$ cat config.mk
export PLATFORM = sky130hd
export DESIGN_NAME = pot_spi_wiper
export DESIGN_NICKNAME = d
export VERILOG_FILES = /design/src/rtl/pot_pkg.sv /design/src/rtl/spi_pin_sync.sv /design/src/rtl/pot_frame_ctrl.sv /design/src/rtl/pot_wiper_bank.sv /design/src/rtl/pot_spi_wiper.sv
export SDC_FILE = /design/constraint.sdc
export NUM_CORES = 1
export LEC_CHECK = 0
export ABC_CLOCK_PERIOD_IN_PS = 5900
export BUFFER_PORTS_ARGS = -buffer_cell sky130_fd_sc_hd__buf_4
export CAP_MARGIN = 20
export CORE_MARGIN = 1
export CORE_UTILIZATION = 55
export DETAILED_ROUTE_END_ITERATION = 16
export PLACE_DENSITY_LB_ADDON = 0.15
export SYNTH_ARGS = -nofsm -noshare
export SYNTH_HDL_FRONTEND = slang
export SYNTH_HIERARCHICAL = 1
export SYNTH_SLANG_ARGS = --single-unit
$ cat constraint.sdc
create_clock -name clk -period 5.9 [get_ports clk]
set_input_delay 0.59 -clock clk [delete_from_list [all_inputs] [get_ports clk]]
set_output_delay 0.59 -clock clk [all_outputs]
set_load 0.02 [all_outputs]
$ cat src/rtl/pot_pkg.sv
package pot_pkg;

  localparam int ADDR_W     = 4;
  localparam int CODE_W     = 2;
  localparam int POS_W      = 9;
  localparam int DATA_W     = 10;
  localparam int FRAME_BITS = 16;
  localparam int CNT_W      = $clog2(FRAME_BITS + 1);
  localparam int HDR_BITS   = ADDR_W + CODE_W;

  localparam logic [CODE_W-1:0] CODE_WRITE = 2'b00;
  localparam logic [CODE_W-1:0] CODE_READ  = 2'b11;

  // Reply slots, counted as rising edges already seen when the bit is driven
  localparam logic [CNT_W-1:0] SLOT_FLAG = CNT_W'(HDR_BITS);
  localparam logic [CNT_W-1:0] SLOT_MSB  = CNT_W'(HDR_BITS + 1);
  localparam logic [CNT_W-1:0] SLOT_LAST = CNT_W'(FRAME_BITS - 1);

  typedef logic [POS_W-1:0] pos_t;

  // Legal address/code pair for a part with nw wipers
  function automatic logic hdr_legal(logic [ADDR_W-1:0] addr,
                                     logic [CODE_W-1:0] code,
                                     int unsigned nw);
    return (32'(addr) < nw) && (code == CODE_WRITE || code == CODE_READ);
  endfunction

  // Saturate a 10-bit data field at the full-scale count
  function automatic pos_t clamp_pos(logic [DATA_W-1:0] raw, int unsigned fs);
    if (32'(raw) > fs) return POS_W'(fs);
    return raw[POS_W-1:0];
  endfunction

  // Serial reply bit driven after n rising edges of the frame
  function automatic logic reply_bit(logic [CNT_W-1:0] n, logic ok,
                                     logic rd, pos_t pos);
    logic [3:0] idx;
    idx = 4'd15 - n[3:0];
    if (n < SLOT_FLAG) return 1'b1;
    if (n == SLOT_FLAG) return ok;
    if (n == SLOT_MSB) return ok & pos[POS_W-1];
    if (n <= SLOT_LAST) return (ok & rd) ? pos[idx[2:0]] : 1'b1;
    return 1'b1;
  endfunction

endpackage

$ cat src/rtl/spi_pin_sync.sv
module spi_pin_sync #(
  parameter int STAGES = 2
) (
  input  logic clk,
  input  logic rst_n,
  input  logic sclk_pin,
  input  logic cs_n_pin,
  input  logic mosi_pin,
  output logic sclk_rise,
  output logic sclk_fall,
  output logic cs_active,
  output logic mosi_s
);
  logic [STAGES-1:0] sclk_sh, csn_sh, mosi_sh;
  logic sclk_d;

  always_ff @(posedge clk) begin
    if (!rst_n) begin
      sclk_sh <= '0;
      csn_sh  <= '1;
      mosi_sh <= '0;
      sclk_d  <= 1'b0;
    end else begin
      sclk_sh <= {sclk_sh[STAGES-2:0], sclk_pin};
      csn_sh  <= {csn_sh[STAGES-2:0], cs_n_pin};
      mosi_sh <= {mosi_sh[STAGES-2:0], mosi_pin};
      sclk_d  <= sclk_sh[STAGES-1];
    end
  end

  assign sclk_rise = sclk_sh[STAGES-1] & ~sclk_d;
  assign sclk_fall = ~sclk_sh[STAGES-1] & sclk_d;
  assign cs_active = ~csn_sh[STAGES-1];
  assign mosi_s    = mosi_sh[STAGES-1];
endmodule

$ cat src/rtl/pot_frame_ctrl.sv
module pot_frame_ctrl
  import pot_pkg::*;
#(
  parameter int WIPERS     = 2,
  parameter int FULL_SCALE = 256
) (
  input  logic              clk,
  input  logic              rst_n,
  input  logic              sclk_rise,
  input  logic              sclk_fall,
  input  logic              cs_active,
  input  logic              mosi_s,
  input  pos_t              rd_pos,
  output logic [ADDR_W-1:0] addr_q,
  output logic [CNT_W-1:0]  bit_cnt,
  output logic              hdr_done,
  output logic              wr_commit,
  output pos_t              wr_data,
  output logic              miso
);
  localparam logic [CNT_W-1:0] LAST_HDR = CNT_W'(HDR_BITS - 1);
  localparam logic [CNT_W-1:0] FULL_CNT = CNT_W'(FRAME_BITS);

  logic [POS_W-1:0]    shreg;
  logic [HDR_BITS-1:0] hdr;
  logic                ok_q, rd_q;

  assign hdr       = {shreg[HDR_BITS-2:0], mosi_s};
  assign hdr_done  = sclk_rise & cs_active & (bit_cnt == LAST_HDR);
  assign wr_commit = sclk_rise & cs_active & (bit_cnt == SLOT_LAST) & ok_q & ~rd_q;
  assign wr_data   = clamp_pos({shreg, mosi_s}, FULL_SCALE);

  always_ff @(posedge clk) begin
    if (!rst_n || !cs_active) begin
      shreg   <= '0;
      bit_cnt <= '0;
      addr_q  <= '0;
      ok_q    <= 1'b0;
      rd_q    <= 1'b0;
      miso    <= 1'b1;
    end else begin
      if (sclk_rise && bit_cnt < FULL_CNT) begin
        shreg   <= {shreg[POS_W-2:0], mosi_s};
        bit_cnt <= bit_cnt + 1'b1;
      end
      if (hdr_done) begin
        addr_q <= hdr[HDR_BITS-1:CODE_W];
        ok_q   <= hdr_legal(hdr[HDR_BITS-1:CODE_W], hdr[CODE_W-1:0], WIPERS);
        rd_q   <= (hdr[CODE_W-1:0] == CODE_READ);
      end
      if (sclk_fall) miso <= reply_bit(bit_cnt, ok_q, rd_q, rd_pos);
    end
  end
endmodule

$ cat src/rtl/pot_wiper_bank.sv
module pot_wiper_bank
  import pot_pkg::*;
#(
  parameter int WIPERS     = 2,
  parameter int FULL_SCALE = 256
) (
  input  logic                    clk,
  input  logic                    rst_n,
  input  logic                    wr_en,
  input  logic [ADDR_W-1:0]       addr,
  input  pos_t                    wr_data,
  output pos_t                    rd_pos,
  output logic [WIPERS*POS_W-1:0] wiper_pos
);
  localparam pos_t MID = POS_W'(FULL_SCALE / 2);

  pos_t regs [WIPERS];

  for (genvar g = 0; g < WIPERS; g++) begin : g_wiper
    always_ff @(posedge clk) begin
      if (!rst_n)                               regs[g] <= MID;
      else if (wr_en && addr == ADDR_W'(g))     regs[g] <= wr_data;
    end
    assign wiper_pos[g*POS_W +: POS_W] = regs[g];
  end

  always_comb begin
    rd_pos = '0;
    for (int k = 0; k < WIPERS; k++)
      if (addr == ADDR_W'(k)) rd_pos = regs[k];
  end
endmodule

$ cat src/rtl/pot_spi_wiper.sv
module pot_spi_wiper
  import pot_pkg::*;
#(
  parameter int WIPERS     = 2,
  parameter int FULL_SCALE = 256
) (
  input  logic                    clk,
  input  logic                    rst_n,
  input  logic                    spi_sclk,
  input  logic                    spi_cs_n,
  input  logic                    spi_mosi,
  output logic                    spi_miso,
  output logic [WIPERS*POS_W-1:0] wiper_pos
);
  logic              sclk_rise, sclk_fall, cs_active, mosi_s;
  logic [ADDR_W-1:0] addr_q;
  logic [CNT_W-1:0]  bit_cnt;
  logic              hdr_done, wr_commit;
  pos_t              wr_data, rd_pos;

  spi_pin_sync #(.STAGES(2)) u_sync (
    .clk(clk), .rst_n(rst_n),
    .sclk_pin(spi_sclk), .cs_n_pin(spi_cs_n), .mosi_pin(spi_mosi),
    .sclk_rise(sclk_rise), .sclk_fall(sclk_fall),
    .cs_active(cs_active), .mosi_s(mosi_s)
  );

  pot_frame_ctrl #(.WIPERS(WIPERS), .FULL_SCALE(FULL_SCALE)) u_ctrl (
    .clk(clk), .rst_n(rst_n),
    .sclk_rise(sclk_rise), .sclk_fall(sclk_fall),
    .cs_active(cs_active), .mosi_s(mosi_s), .rd_pos(rd_pos),
    .addr_q(addr_q), .bit_cnt(bit_cnt), .hdr_done(hdr_done),
    .wr_commit(wr_commit), .wr_data(wr_data), .miso(spi_miso)
  );

  pot_wiper_bank #(.WIPERS(WIPERS), .FULL_SCALE(FULL_SCALE)) u_bank (
    .clk(clk), .rst_n(rst_n), .wr_en(wr_commit), .addr(addr_q),
    .wr_data(wr_data), .rd_pos(rd_pos), .wiper_pos(wiper_pos)
  );
endmodule

==> results_dict.tcl <==
set metrics [dict create \
    skew_ns 0.00816 \
    layout_commonest_cell "nand2_1" \
    drv_cap 0 \
    powerDensity_mw_per_mm2 229 \
    drt_wl_total_um 4430 \
    cp_cell_sequence "ha_1 > and3_1 > ha_1 > nand4_1 > nor2_1 > inv_1 > or4_1" \
    slew_viol_final 0 \
    cts_tree "built" \
    synth_warnings 6 \
    yosys-top-cells-area "dfxtp_1 27%, edfxtp_1 26%, nand2_1 5.7%" \
    period_needed_ns 2.69 \
    min_path_type "flip-flop to flip-flop" \
    reg2reg_slack_ns 3.21 \
    globalplace.congestion 0.841 \
    endpoint_kind "flip-flop" \
    ios 24 \
    ant_nets 0 \
    holdWs_ns 0.411 \
    instances_no_fill 276 \
    crit_buf_inv 1 \
    rows 22 \
    cts.path.max_buffers 2 \
    wire_per_inst_um 16.0 \
    crit_arrival_ns 2.73 \
    portBuffers 23 \
    antenna_found_initial 0 \
    grt_setup_unrepaired "no" \
    cts_resized 0 \
    highest_layer "met4" \
    drive_gt1_share_pct 16.7 \
    final.setup.tns_ns 0 \
    critPathMostFrequentCell "ha_1" \
    synth-edff-count 18 \
    critPathMaxFanout 11 \
    vias 1627 \
    core_area_mm2 0.00366 \
    syn-cell-area_mm2 0.00211 \
    syn-instance-count 207 \
    post-route-period-util_pct 45.7 \
    first_pass_iters 4 \
    ys_seq_area_share_pct 52.1 \
    grt_remaining_overflow 0 \
    grt_pass1_vias 1533 \
    crit_required_ns 5.94 \
    cp_top_family "simple AND/OR/NAND/NOR gates" \
    setup_viol 0 \
    max_freq_ghz 0.371 \
    p_leak_nw 0.836 \
    grtUsageTotal_pct 23.6 \
    cts_hold_buf 0 \
    finalHoldViolCount 0 \
    ir_drop_uv 197 \
    ys.flop_type "dfxtp_1" \
    grt_pass1_wl_um 7220 \
    cts_root_buffer "clkbuf_8" \
    cts_setup_buffers 0 \
    critPathMaxStageDelay_ns 0.52 \
    die_y_um 64.0 \
    drt-vias-per-instance 5.89 \
    fill_cells 315 \
    grt_max_degree 22 \
    rr_worst_depth 7 \
    wl_met3_um 210 \
    final_cell_mix "32 x nand2_1, 28 x dfxtp_1, 23 x buf_4" \
    syn_nets 217 \
    synthDistinctLibCells 42 \
    cts_inserted_buffers 5 \
    areaGrowthSynthToFinish_pct 12.2 \
    synth_top_area_share_pct 26.5 \
    wl_met1_um 1860 \
    cts_max_level 2 \
    n_antenna_cell 0 \
    clkLatencyLatePin_ns 0.29 \
    first_iter_violations 136 \
    status "finished clean" \
    cts.clk_slew.worst_paths_ns 0.08 \
    met2_length_um 2270 \
    nNetsFinal 237 \
    synth-async-reset-ratio_pct 0 \
    die_area_mm2 0.00410 \
    cp.depth 7 \
    yosys_register_bits 46 \
    clock-sinks 46 \
    start_kind "flip-flop" \
    holdPathStages 1 \
    hpwl_um 3170 \
    fp.dieW_um 64.0 \
    dp_cells 268 \
    initial_core_util_pct 57.8 \
    synth_area_per_cell_um2 10.2 \
    critPathKind "flip-flop to flip-flop" \
    maxSlewHeadroom_pct 29.5 \
    worst_slew_pin_slew_ns 1.05 \
    synth_top_cell_by_area "dfxtp_1" \
    route.detailed.drc 0 \
    crit_slowest_cell "dfxtp_1" \
]
layout make-up:
class | instances | area [um^2] | area share [%]
Timing Repair Buffer | 23 | 173 | 7.27
Tap cell | 48 | 60.1 | 2.53
Clock buffer | 6 | 72.6 | 3.06
Multi-Input combinational cell | 144 | 932 | 39.3
Clock inverter | 2 | 8.76 | 0.369
Inverter | 7 | 26.3 | 1.11
Sequential cell | 46 | 1100 | 46.4
per-stage QoR:
stage          setup slack (ns)  power (mW)  area [um^2]  util, %
2_1_floorplan              3.75       0.361         2110        -
3_3_place_gp               3.45       0.371         2290     62.6
3_5_place_dp               3.30       0.372         2290     62.6
4_1_cts                    3.28       0.547         2370     64.8
5_1_grt                    3.00       0.561         2370     64.8
6_report                   3.21       0.543         2370     64.8
worst reg2reg max path: cells and delay by family, from the launching register on:
kind	cells	cell delay, ns
flops	1	0.52
buf+inv	1	0.12
simple gates	4	1.31
fa+ha+maj	2	0.49
routing by layer:
metal  GRT usage, %  vias up
met5              0        -
met4           10.2        0
met3           5.71        8
met2           38.8       45
met1           29.3      795
li1               -      779
sequential cells by signal, summed over array words and instances (netlist names), 2 cells and up:
name            cells
u_sync/mosi_sh      2
u_ctrl/bit_cnt      5
u_sync/csn_sh       2
u_ctrl/addr_q       4
u_ctrl/shreg        9
u_sync/sclk_sh      2
u_bank/regs        18
logic make-up (layout without fill, tap and decap cells):
logic type,Yosys count,in the layout,synth area share [%]
AO/OA/AOI/OAI,33,33,10.8
XOR/XNOR,3,3,1.24
adder cells (fa/ha/maj),5,5,2.96
buffers and inverters,17,38,3.85
flip-flops,46,46,52.1
multiplexers,7,7,4.91
AND/OR/NAND/NOR,96,96,24.1
synth_stat cells, drive strengths merged, types with 2 or more instances:
cell    instances
nand2          32
dfxtp          28
edfxtp         18
nor3           17
a21oi          14
and2           13
nor2           10
a22o            9
clkbuf          6
inv             6
ha              5
nand2b          5
buf             4
mux2i           4
nand4           3
nor2b           3
a21bo           2
mux4            2
nor4            2
nor4b           2
o21ai           2
or4             2
xor2            2
worst paths after layout:
kind,startpoint,endpoint
max,u_ctrl/bit_cnt[1],u_bank/regs[0][7]
min reg2reg,u_sync/csn_sh[0],u_sync/csn_sh[1]
min,u_sync/csn_sh[0],u_sync/csn_sh[1]
max reg2reg,u_ctrl/bit_cnt[1],u_bank/regs[0][7]
where the power goes:
part           switching (mW)  leakage (nW)  internal (mW)
registers             0.00266         0.416          0.334
clock network          0.0965        0.0426         0.0814
logic                  0.0168         0.378         0.0110
(Power assumes the default switching activity.)
